===== config.mk =====
export PLATFORM = sky130hd
export DESIGN_NAME = i2c_scl_gen
export DESIGN_NICKNAME = d
export VERILOG_FILES = /design/src/rtl/scl_gen_pkg.sv /design/src/rtl/scl_cfg_latch.sv /design/src/rtl/scl_prescaler.sv /design/src/rtl/scl_phase_fsm.sv /design/src/rtl/i2c_scl_gen.sv
export SDC_FILE = /design/constraint.sdc
export NUM_CORES = 1
export LEC_CHECK = 0
export BUFFER_PORTS_ARGS = -buffer_cell sky130_fd_sc_hd__buf_2
export CORE_UTILIZATION = 35
export CTS_CLUSTER_DIAMETER = 120
export CTS_CLUSTER_SIZE = 40
export DETAILED_ROUTE_END_ITERATION = 8
export HOLD_SLACK_MARGIN = 0.06
export PLACE_DENSITY = 0.59
export SETUP_SLACK_MARGIN = 0.2
export SYNTH_ARGS = -nofsm -noshare
export SYNTH_HDL_FRONTEND = slang
export SYNTH_HIERARCHICAL = 1
export SYNTH_SLANG_ARGS = --single-unit
export TNS_END_PERCENT = 10

===== constraint.sdc =====
create_clock -name clk -period 8.36 [get_ports clk]
set_input_delay 0.836 -clock clk [delete_from_list [all_inputs] [get_ports clk]]
set_output_delay 0.836 -clock clk [all_outputs]
set_load 0.02 [all_outputs]

===== src/rtl/scl_gen_pkg.sv =====
package scl_gen_pkg;

    typedef enum logic [1:0] {
        PH_IDLE = 2'd0,
        PH_LOW  = 2'd1,
        PH_WAIT = 2'd2,
        PH_HIGH = 2'd3
    } phase_t;

    localparam int OFS_W = 3;

    // Fixed term added to each divider, chosen by the prescale value.
    function automatic logic [OFS_W-1:0] div_offset(input logic psc_zero, input logic psc_one);
        if (psc_zero) begin
            return 3'd7;
        end else if (psc_one) begin
            return 3'd6;
        end
        return 3'd5;
    endfunction

endpackage


===== src/rtl/scl_cfg_latch.sv =====
module scl_cfg_latch
    import scl_gen_pkg::*;
#(
    parameter int PSC_W = 8,
    parameter int DIV_W = 8,
    localparam int CNT_W = DIV_W + 1
) (
    input  logic             clk,
    input  logic             rst,
    input  logic             enable,
    input  logic [PSC_W-1:0] psc_in,
    input  logic [DIV_W-1:0] low_in,
    input  logic [DIV_W-1:0] high_in,
    output logic             active,
    output logic [PSC_W-1:0] psc_q,
    output logic [CNT_W-1:0] low_last,
    output logic [CNT_W-1:0] low_mid,
    output logic [CNT_W-1:0] high_last,
    output logic [CNT_W-1:0] high_mid
);

    logic [OFS_W-1:0] ofs;
    logic [CNT_W-1:0] low_sum;
    logic [CNT_W-1:0] high_sum;

    assign ofs      = div_offset(psc_in == '0, psc_in == PSC_W'(1));
    assign low_sum  = CNT_W'(low_in)  + CNT_W'(ofs);
    assign high_sum = CNT_W'(high_in) + CNT_W'(ofs);

    always_ff @(posedge clk) begin
        if (rst) begin
            active    <= 1'b0;
            psc_q     <= '0;
            low_last  <= '0;
            low_mid   <= '0;
            high_last <= '0;
            high_mid  <= '0;
        end else begin
            active <= enable;
            // Track the inputs only while held in soft reset; freeze once enabled.
            if (!active) begin
                psc_q     <= psc_in;
                low_last  <= low_sum - CNT_W'(1);
                low_mid   <= low_sum >> 1;
                high_last <= high_sum - CNT_W'(1);
                high_mid  <= high_sum >> 1;
            end
        end
    end

endmodule


===== src/rtl/scl_prescaler.sv =====
module scl_prescaler #(
    parameter int PSC_W = 8
) (
    input  logic             clk,
    input  logic             rst,
    input  logic             active,
    input  logic             restart,
    input  logic [PSC_W-1:0] psc,
    output logic             ptick
);

    logic [PSC_W-1:0] pcnt;

    assign ptick = active && (pcnt == psc);

    always_ff @(posedge clk) begin
        if (rst || !active) begin
            pcnt <= '0;
        end else if (restart || pcnt == psc) begin
            pcnt <= '0;
        end else begin
            pcnt <= pcnt + PSC_W'(1);
        end
    end

endmodule


===== src/rtl/scl_phase_fsm.sv =====
module scl_phase_fsm
    import scl_gen_pkg::*;
#(
    parameter int CNT_W = 9
) (
    input  logic             clk,
    input  logic             rst,
    input  logic             enable,
    input  logic             run,
    input  logic             ptick,
    input  logic             scl_in,
    input  logic [CNT_W-1:0] low_last,
    input  logic [CNT_W-1:0] low_mid,
    input  logic [CNT_W-1:0] high_last,
    input  logic [CNT_W-1:0] high_mid,
    output phase_t           phase,
    output logic             restart,
    output logic             drive_low,
    output logic             tick_change,
    output logic             tick_sample
);

    logic [CNT_W-1:0] cnt;
    logic             scl_prev;
    logic             sync;
    logic             hi_go;

    // Another device pulled the line down while it was high.
    assign sync    = (phase == PH_HIGH) && scl_prev && !scl_in;
    assign hi_go   = ((phase == PH_HIGH) && !sync) || ((phase == PH_WAIT) && scl_in);
    assign restart = sync;

    assign drive_low   = (phase == PH_LOW);
    assign tick_change = (phase == PH_LOW) && ptick && (cnt == low_mid);
    assign tick_sample = hi_go && ptick && (cnt == high_mid);

    always_ff @(posedge clk) begin
        if (rst) begin
            phase    <= PH_IDLE;
            cnt      <= '0;
            scl_prev <= 1'b1;
        end else begin
            scl_prev <= scl_in;
            if (!enable || !run) begin
                phase <= PH_IDLE;
                cnt   <= '0;
            end else begin
                case (phase)
                    PH_IDLE: begin
                        if (ptick) begin
                            phase <= PH_LOW;
                            cnt   <= '0;
                        end
                    end
                    PH_LOW: begin
                        if (ptick) begin
                            if (cnt == low_last) begin
                                phase <= PH_WAIT;
                                cnt   <= '0;
                            end else begin
                                cnt <= cnt + CNT_W'(1);
                            end
                        end
                    end
                    PH_WAIT, PH_HIGH: begin
                        if (sync) begin
                            phase <= PH_LOW;
                            cnt   <= '0;
                        end else if (hi_go) begin
                            phase <= PH_HIGH;
                            if (ptick) begin
                                if (cnt == high_last) begin
                                    phase <= PH_LOW;
                                    cnt   <= '0;
                                end else begin
                                    cnt <= cnt + CNT_W'(1);
                                end
                            end
                        end
                    end
                    default: begin
                        phase <= PH_IDLE;
                        cnt   <= '0;
                    end
                endcase
            end
        end
    end

endmodule


===== src/rtl/i2c_scl_gen.sv =====
module i2c_scl_gen
    import scl_gen_pkg::*;
#(
    parameter int PSC_W = 8,
    parameter int DIV_W = 8
) (
    input  logic             clk,
    input  logic             rst,
    input  logic             enable,
    input  logic [PSC_W-1:0] psc_val,
    input  logic [DIV_W-1:0] low_div,
    input  logic [DIV_W-1:0] high_div,
    input  logic             run,
    input  logic             scl_in,
    output logic             scl_drive_low,
    output logic             tick_change,
    output logic             tick_sample
);

    localparam int CNT_W = DIV_W + 1;

    logic             active;
    logic [PSC_W-1:0] psc_q;
    logic [CNT_W-1:0] low_last;
    logic [CNT_W-1:0] low_mid;
    logic [CNT_W-1:0] high_last;
    logic [CNT_W-1:0] high_mid;
    logic             ptick;
    logic             restart;
    phase_t           phase;

    scl_cfg_latch #(.PSC_W(PSC_W), .DIV_W(DIV_W)) u_cfg (
        .clk       (clk),
        .rst       (rst),
        .enable    (enable),
        .psc_in    (psc_val),
        .low_in    (low_div),
        .high_in   (high_div),
        .active    (active),
        .psc_q     (psc_q),
        .low_last  (low_last),
        .low_mid   (low_mid),
        .high_last (high_last),
        .high_mid  (high_mid)
    );

    scl_prescaler #(.PSC_W(PSC_W)) u_psc (
        .clk     (clk),
        .rst     (rst),
        .active  (active),
        .restart (restart),
        .psc     (psc_q),
        .ptick   (ptick)
    );

    scl_phase_fsm #(.CNT_W(CNT_W)) u_fsm (
        .clk         (clk),
        .rst         (rst),
        .enable      (enable),
        .run         (run),
        .ptick       (ptick),
        .scl_in      (scl_in),
        .low_last    (low_last),
        .low_mid     (low_mid),
        .high_last   (high_last),
        .high_mid    (high_mid),
        .phase       (phase),
        .restart     (restart),
        .drive_low   (scl_drive_low),
        .tick_change (tick_change),
        .tick_sample (tick_sample)
    );

endmodule


==> run metrics <==
clk buf depth 2; Synth Area in Adders 0.03704; Post-CTS Resized 0; Warnings, synthesis 6; TritonCTS clock tree built; Clock H-tree levels 3; first-pass GRT wire length around 15 mm; clk_lat worst skew ~350 ps; Post-synth EDFFs 0; IO Port Bufs 31; Critical path origin psc_val[3]; routed wire length ~9 mm; DR vias/cell 5.097; gr ovfl total 0; most common cell after layout, fill and taps aside dfxtp_1; RR Startpoint u_cfg/active$_SDFF_PP0_; # DRC 0; post-synthesis mux area share 0.03704; Clk pin slew, worst setup/hold paths 70 ps; Mapped Cells between 400 and 500; detailed placement HPWL between 6 and 7 mm; Hold Crit Class reg2reg; number of global-route vias before repair ~2900; Root Buffer clkbuf_8; # diodes 0; Post-layout nets 499; Tot GR Track Use 0.1674; antenna-violating nets left 0; DP Cell Count ~590; Post-Synth Simple-Gate Area 0.2047; DIE AREA between 10000 and 15000 µm²; max_slew headroom 0.3756; final worst clock skew 7.307 ps; initial antenna violation count 0; CORE AREA roughly 10000 µm²; crit share post-route 0.4551; status finished clean; Slew Limit Fails 0; CTS Hold Bufs 0; initial core utilization 0.3632; total CTS buffers 9; leakage power 1.571 nW; hold wc startpoint u_cfg/low_last[2]$_SDFFE_PP0N_; clock sinks 63; asr flop ratio synth 0; flop2flop setup slack 5730 ps; Ports 32; Final Hold Fails 0; Power, Total between 0.7 and 0.8 mW; worst-margin pin slew between 900 and 1000 ps; via count 3063; max-cap violation count 0; critical path type in2reg; Synth Flop Type dfxtp_1; WL/cell between 10 and 15 µm; post-synthesis compound-gate area fraction 0.1485; GP Congestion 0.8420; Post-Synth XOR/XNOR Area 0.1756; dpl cell area 3933 µm²; Finished Cell Area 4154 µm²; synth unique cells 58; Die Y roughly 110 µm; pin count of the biggest net entering global routing 50; CP Data Arrival Time 4050 ps; area grow syn2layout 9.788%; layout cell share with drive strength beyond 1 0.1333; Starting DRT DRC Count 117; Post-CTS Setup Bufs 0; Peak Freq roughly 0.26 GHz; Final TNS setup 0 ps; RSZ-0062 raised after global routing no; #FFs+latches synth 63; pwr dens about 180 nW/µm²; post-synthesis sequential area ratio 0.3333; final cell count without fillers about 600; endpoints failing setup 0; syn avg cell area 8.446 µm²; Die Width roughly 110 µm; critical path launch point type primary input; final period demand of the worst path about 3800 ps; Crit Path Max Fanout 6; Max IR drop VDD 0.00006475 V; Worst EP required between 8000 and 9000 ps; largest family of logic cells by synthesized area simple AND/OR/NAND/NOR gates; CP endpoint kind flip-flop; first-pass iteration count of the detailed router 4; Mapped Area ~3800 µm²; commonest non-fill, non-tap cells in the layout 62 x dfxtp_1, 53 x nor2_1, 45 x xnor2_1; Rows 37
==> power breakdown <==
group	switching, mW	internal, mW	total, mW
logic	0.0603	0.0450	0.105
clock network	0.123	0.175	0.298
registers	0.0131	0.317	0.330
total	0.196	0.537	0.734
==> critical path, cell delays in order <==
cell     delay [ps]
buf_2           100
or4_1           540
nor4_1          290
buf_4           230
nand2_1          80
ha_1            220
fa_1            460
xor2_1          360
nand3_1         240
nor4_1          300
nor3_1          110
a311o_1         270
==> metal layers <==
layer,track usage,share of wire
met5,0,0
met4,0.06448,0.017
met3,0.03924,0.034
met2,0.2596,0.45
met1,0.2246,0.50
==> state kept, by name (all words and copies together), names as in the netlist <==
register         cells
u_cfg/active         1
u_cfg/high_last      9
u_cfg/high_mid       8
u_cfg/low_last       9
u_cfg/low_mid        8
u_cfg/psc_q          8
u_fsm/cnt            9
u_fsm/phase          2
u_fsm/scl_prev       1
u_psc/pcnt           8
==> cell type report <==
| type | count | area, µm² |
|---|---|---|
| clock inverters | 6 | 83.83 |
| well taps | 136 | 170.2 |
| inverters | 11 | 41.29 |
| clock buffers | 10 | 137.6 |
| multi-input cells | 342 | 2288 |
| flip-flops and latches | 63 | 1262 |
| repair buffers | 33 | 170.2 |
| fillers | 1063 | 6262 |
==> synth_stat cells (10+ instances only) <==
cell type | instances | area [µm²]
nor2_1 | 53 | 198.9
mux2i_1 | 14 | 140.1
xor2_1 | 29 | 254.0
dfxtp_1 | 63 | 1261
nand4_1 | 12 | 75.07
nand3_1 | 14 | 70.07
o22ai_1 | 10 | 62.56
nand2_1 | 36 | 135.1
xnor2_1 | 45 | 394.1
nor3_1 | 10 | 50.05
a21oi_1 | 28 | 140.1
clkbuf_1 | 15 | 56.30
inv_1 | 10 | 37.54
a211oi_1 | 14 | 105.1
==> stage by stage <==
stage / setup WS (ps) / utilization / hold WS (ps)
2_1_floorplan: 4271 / - / 445.2
3_3_place_gp: 4347 / 0.3775 / 459.9
3_5_place_dp: 4223 / 0.3775 / 471.5
5_1_grt: 4284 / 0.3988 / 497.6
4_1_cts: 4552 / 0.3988 / 480.8
6_report: 4555 / 0.3988 / 480.7
==> logic make-up (layout without fill, tap and decap cells) <==
logic type / count (synthesis) / in the layout
other cells: 1 / 2
simple gates: 160 / 160
flops: 63 / 63
fa+ha+maj: 10 / 10
compound gates: 81 / 81
mux: 14 / 14
buf+inv: 44 / 60
xor+xnor: 75 / 75
==> path summary, 6_finish.rpt <==
kind              cells after the start                               to
setup / recovery                     12  u_cfg/high_last[7]$_SDFFE_PP0N_
hold / removal                        2   u_cfg/low_last[2]$_SDFFE_PP0N_
setup reg to reg                      7        u_fsm/cnt[2]$_SDFFE_PP0P_
hold reg to reg                       2   u_cfg/low_last[2]$_SDFFE_PP0N_
No activity file was read; power rests on OpenSTA's default activity.
